<file path="src/rtl/cnt_pkg.sv">
package cnt_pkg;
    typedef enum logic [1:0] {
        M_CLR  = 2'd0,
        M_LOAD = 2'd1,
        M_INC  = 2'd2,
        M_HOLD = 2'd3
    } cnt_mode_e;
endpackage

</file>
<file path="src/rtl/cnt_mode_dec.sv">
module cnt_mode_dec
    import cnt_pkg::*;
(
    input  logic      rst_n,
    input  logic      load_n,
    input  logic      en_par,
    input  logic      en_trk,
    output cnt_mode_e mode
);
    // Fixed priority: clear, preset, advance, hold.
    always_comb begin
        if (!rst_n)                 mode = M_CLR;
        else if (!load_n)           mode = M_LOAD;
        else if (en_par && en_trk)  mode = M_INC;
        else                        mode = M_HOLD;
    end
endmodule

</file>
<file path="src/rtl/cnt_next.sv">
module cnt_next
    import cnt_pkg::*;
#(
    parameter int WIDTH = 4
) (
    input  cnt_mode_e        mode,
    input  logic [WIDTH-1:0] cnt_q,
    input  logic [WIDTH-1:0] din,
    output logic [WIDTH-1:0] cnt_d
);
    localparam logic [WIDTH-1:0] ONE = WIDTH'(1);

    always_comb begin
        unique case (mode)
            M_CLR:   cnt_d = '0;
            M_LOAD:  cnt_d = din;
            M_INC:   cnt_d = cnt_q + ONE;   // natural wrap at all ones
            default: cnt_d = cnt_q;
        endcase
    end
endmodule

</file>
<file path="src/rtl/cnt_tc.sv">
module cnt_tc #(
    parameter int WIDTH = 4
) (
    input  logic [WIDTH-1:0] cnt_q,
    input  logic             en_trk,
    output logic             tc
);
    localparam logic [WIDTH-1:0] TERM = '1;

    always_comb tc = en_trk && (cnt_q == TERM);
endmodule

</file>
<file path="src/rtl/cascade_counter.sv">
module cascade_counter
    import cnt_pkg::*;
#(
    parameter int WIDTH     = 4,
    parameter bit ASYNC_CLR = 1'b0
) (
    input  logic             clk,
    input  logic             rst_n,
    input  logic             load_n,
    input  logic [WIDTH-1:0] din,
    input  logic             en_par,
    input  logic             en_trk,
    output logic [WIDTH-1:0] count,
    output logic             tc
);
    typedef struct packed {
        logic [WIDTH-1:0] cnt;
    } cnt_state_t;

    cnt_state_t       st_d, st_q;
    cnt_mode_e        mode;
    logic [WIDTH-1:0] nxt_cnt;

    cnt_mode_dec u_dec (
        .rst_n  (rst_n),
        .load_n (load_n),
        .en_par (en_par),
        .en_trk (en_trk),
        .mode   (mode)
    );

    cnt_next #(.WIDTH(WIDTH)) u_next (
        .mode  (mode),
        .cnt_q (st_q.cnt),
        .din   (din),
        .cnt_d (nxt_cnt)
    );

    cnt_tc #(.WIDTH(WIDTH)) u_tc (
        .cnt_q  (st_q.cnt),
        .en_trk (en_trk),
        .tc     (tc)
    );

    always_comb begin
        st_d     = st_q;
        st_d.cnt = nxt_cnt;
    end

    generate
        if (ASYNC_CLR) begin : g_async
            always_ff @(posedge clk or negedge rst_n) begin
                if (!rst_n) st_q <= '0;
                else        st_q <= st_d;
            end
        end else begin : g_sync
            // Clearing comes through the mode decode on the edge.
            always_ff @(posedge clk) begin
                st_q <= st_d;
            end
        end
    endgenerate

    assign count = st_q.cnt;

    // Terminal count needs the trickle enable and all ones.
    p_tc_gate_r8: assert property (@(posedge clk) disable iff (!rst_n)
        tc |-> (en_trk && (&count)));

    // Preset takes the data word whatever the enables do.
    p_load_r3: assert property (@(posedge clk) disable iff (!rst_n)
        (!load_n) |=> (count == $past(din)));

    // Both enables high: advance by one, wrapping at all ones.
    p_inc_r5: assert property (@(posedge clk) disable iff (!rst_n)
        (load_n && en_par && en_trk) |=> (count == WIDTH'($past(count) + 1'b1)));

    // Either enable low: hold.
    p_hold_r6: assert property (@(posedge clk) disable iff (!rst_n)
        (load_n && !(en_par && en_trk)) |=> $stable(count));
endmodule

</file>
<file path="config.mk">
export PLATFORM = sky130hd
export DESIGN_NAME = cascade_counter
export DESIGN_NICKNAME = d
export VERILOG_FILES = /design/src/rtl/cnt_pkg.sv /design/src/rtl/cnt_mode_dec.sv /design/src/rtl/cnt_next.sv /design/src/rtl/cnt_tc.sv /design/src/rtl/cascade_counter.sv
export SDC_FILE = /design/constraint.sdc
export NUM_CORES = 1
export LEC_CHECK = 0
export ABC_AREA = 0
export CORE_AREA = 3 3 40 42
export CTS_BUF_LIST = sky130_fd_sc_hd__clkbuf_16
export DETAILED_ROUTE_END_ITERATION = 10
export DIE_AREA = 0 0 43 45
export PLACE_DENSITY_LB_ADDON = 0.2
export SLEW_MARGIN = 20
export SYNTH_ARGS = -nofsm -noshare
export SYNTH_HDL_FRONTEND = slang
export SYNTH_SLANG_ARGS = --single-unit
</file>
<file path="constraint.sdc">
create_clock -name clk -period 1.3 [get_ports clk]
set_clock_uncertainty 0.05 [all_clocks]
set_input_delay 0.325 -clock clk [delete_from_list [all_inputs] [get_ports clk]]
set_output_delay 0.325 -clock clk [all_outputs]
set_load 0.02 [all_outputs]
</file>
==> load_flow_metrics.sql <==
INSERT INTO impl_metrics (metric_group, metric, value, unit) VALUES
('power', 'p_total', '756', 'uW'),
('logic_synthesis', 'netlist_area', '241', 'um^2'),
('floorplanning', 'ioPinCount', '14', ''),
('setup_path', 'ff2ff_path_depth', '4', ''),
('place', 'hpwl', '488', 'um'),
('floorplanning', 'core_region_area', '0.00128', 'mm^2'),
('final_layout', 'largest_reg_flops', '4', ''),
('detailed_routing', 'detail_route.wl_per_cell', '10.2', 'um'),
('clock_tree', 'clock_sink_total', '4', ''),
('logic_synthesis', 'synth-warning-count', '0', ''),
('detailed_routing', 'drt-pass1-iter-count', '2', ''),
('hold_path', 'min_path_type', 'register to register', ''),
('power', 'internal_power', '620', 'uW'),
('clock_tree', 'clkLatencyLatePin', '220', 'ps'),
('floorplanning', 'die_w', '43', 'um'),
('floorplanning', 'die_y', '45', 'um'),
('setup_path', 'crit_cells', '3', ''),
('clock_tree', 'h_tree_lvl_count', '1', ''),
('setup_path', 'crit_path_max_incr_delay', '380', 'ps'),
('setup_path', 'critical_path.startpoint_type', 'register', ''),
('logic_synthesis', 'synth.yosys.seq_area_share', '49.7', '%'),
('logic_synthesis', 'ys_ff_latch', '4', ''),
('setup_path', 'worstPathMaxFanout', '2', ''),
('floorplanning', 'initial_core_util', '18.8', '%'),
('power', 'power.switching_fraction', '18.0', '%'),
('clock_tree', 'tritoncts.num_buffers', '3', ''),
('logic_synthesis', 'post_synth_num_cell_types', '13', ''),
('detailed_routing', 'routed_via_density', '3.98', ''),
('grt', 'maximum_number_of_pins_on_one_net_before_global_route_repair', '5', ''),
('timing', 'period_share', '111', '%'),
('flow_run', 'cap_violations', '0', ''),
('timing', 'tightestPinTransition', '220', 'ps'),
('setup_path', 'critical_path.cell_chain', 'ha_2 -> and4_4 -> buf_6', ''),
('timing', 'final-hold-violation-count', '0', ''),
('grt', 'grt_pass1_vias', '269', ''),
('clock_tree', 'maximum_buffer_depth_of_the_clock_tree', '2', ''),
('timing', 'grt_setup_unrepaired', 'true', ''),
('floorplanning', 'floorplan.die_area', '0.00194', 'mm^2'),
('final_layout', 'drive_gt1_share', '48.9', '%'),
('power', 'irDropWorstVdd', '0.000545', 'V'),
('detailed_routing', 'drc_errors', '0', ''),
('power', 'powerDensity', '1410', 'mW/mm^2'),
('grt', 'grt_pass1_wl', '1010', 'um'),
('power', 'seq_power_share', '21.4', '%'),
('grt', 'grt.total_usage', '7.60', '%'),
('timing', 'finalSetupViolations', '1', ''),
('timing', 'max_slew_margin', '85.3', '%'),
('detailed_routing', 'route.vias.total', '239', ''),
('timing', 'hold-worst-slack', '660', 'ps'),
('setup_path', 'cell_family_with_most_cp_delay', 'flip-flops', ''),
('clock_tree', 'clkTransAtPathRegs', '30', 'ps'),
('logic_synthesis', 'post_synth_inst_count', '22', ''),
('clock_tree', 'buffer_type_at_the_clock_tree_root', 'clkbuf_16', ''),
('power', 'p_leak', '0.229', 'nW'),
('clock_tree', 'tritoncts_clock_tree', 'yes', ''),
('final_layout', 'utilization_after_layout', '41.7', '%'),
('setup_path', 'critical-path-slowest-cell', 'edfxtp_1', ''),
('status', 'status', 'complete, but fails checks', ''),
('final_layout', 'antennaDiodeCount', '0', ''),
('setup_path', 'cp.buffers_inverters', '1', ''),
('status', 'violations', 'negative setup slack', ''),
('place', 'numPortBuffers', '13', ''),
('logic_synthesis', 'syn_area_per_cell', '11.0', 'um^2'),
('timing', 'timing.final.max_slew_violations', '0', ''),
('timing', 'fin_ws', '-143', 'ps'),
('final_layout', 'design.final.nets', '57', ''),
('final_layout', 'layout_common_cells', 'clkdlybuf4s50_1 (7), buf_4 (7), nand2_1 (5), buf_6 (5), edfxtp_1 (4)', ''),
('clock_tree', 'post_cts_hold_buffer_count', '0', ''),
('setup_path', 'critPathKind', 'register to output pin', ''),
('grt', 'antenna_found_initial', '0', ''),
('power', 'total_switching_power', '136', 'uW');
-- final cells by class --
class,count,area [um^2],share of cell area [%]
inverter,1,3.75,0.701
tap,15,18.8,3.50
multi-input combinational,17,130,24.3
clock buffer,3,75.1,14.0
timing repair buffer,20,188,35.0
sequential,4,120,22.4
-- Yosys cell counts --
| cell type | instances | share of area, % |
|---|---|---|
| ha_1 | 1 | 5.2 |
| xnor2_1 | 1 | 3.6 |
| edfxtp_1 | 4 | 50 |
| o21ai_2 | 1 | 3.6 |
| nand3_2 | 1 | 4.1 |
| xor2_1 | 1 | 3.6 |
| nand2_1 | 5 | 7.8 |
| nand3_1 | 1 | 2.1 |
| and4_1 | 1 | 3.6 |
| nand4_2 | 1 | 5.2 |
| nor2b_2 | 1 | 3.6 |
| inv_1 | 1 | 1.6 |
| o21ai_1 | 3 | 6.2 |
-- per-stage QoR --
stage / area [um^2] / std cells / worst slack, ps / setup TNS, ps
6_report: 536 / 60 / -143 / -143
5_1_grt: 536 / 60 / -174 / -196
3_3_place_gp: 433 / 55 / -702 / -2530
2_1_floorplan: 246 / 22 / -41.2 / -41.2
3_5_place_dp: 433 / 55 / -711 / -2820
4_1_cts: 488 / 58 / -166 / -166
-- worst register-to-register path, cell delays in order, from the launching register on --
cell	delay (ps)
edfxtp_1	380
ha_2	200
buf_4	140
xnor2_2	150
o21ai_1	80
-- timing repair --
action	4_1_cts	5_1_grt
pin swaps	1	1
buffers inserted	0	2
setup endpoints to repair	9	5
resized for setup	23	9
-- per-layer routing --
metal	GRT usage, %	routed length (um)	up-vias
met3	3.98	50	0
met1	7.52	257	101
met5	0	0	-
li1	-	-	127
met4	7.23	0	0
met2	11.4	304	11
-- cells by family after synthesis --
group	synth area share [%]
simple gates	26.4
xor+xnor	7.26
fa+ha+maj	5.18
flops	49.7
compound gates	9.84
buf+inv	1.55
-- power by group through the flow --
stage / Clock (mW) / Combinational, mW / Sequential [mW]
6_report: 0.471 / 0.123 / 0.162
5_1_grt: 0.478 / 0.133 / 0.164
4_1_cts: 0.472 / 0.103 / 0.162
3_5_place_dp: 0 / 0.113 / 0.163
3_3_place_gp: 0 / 0.112 / 0.162
2_1_floorplan: 0 / 0.0235 / 0.181
-- worst paths after layout --
| check | slack (ps) | to | startpoint |
|---|---|---|---|
| worst max-delay path | -140 | tc | count[0] |
| worst min-delay path | 660 | count[0] | count[0] |
| worst max register to register | 50 | count[2] | count[0] |
| worst min register to register | 660 | count[0] | count[0] |
(Power assumes the default switching activity.)
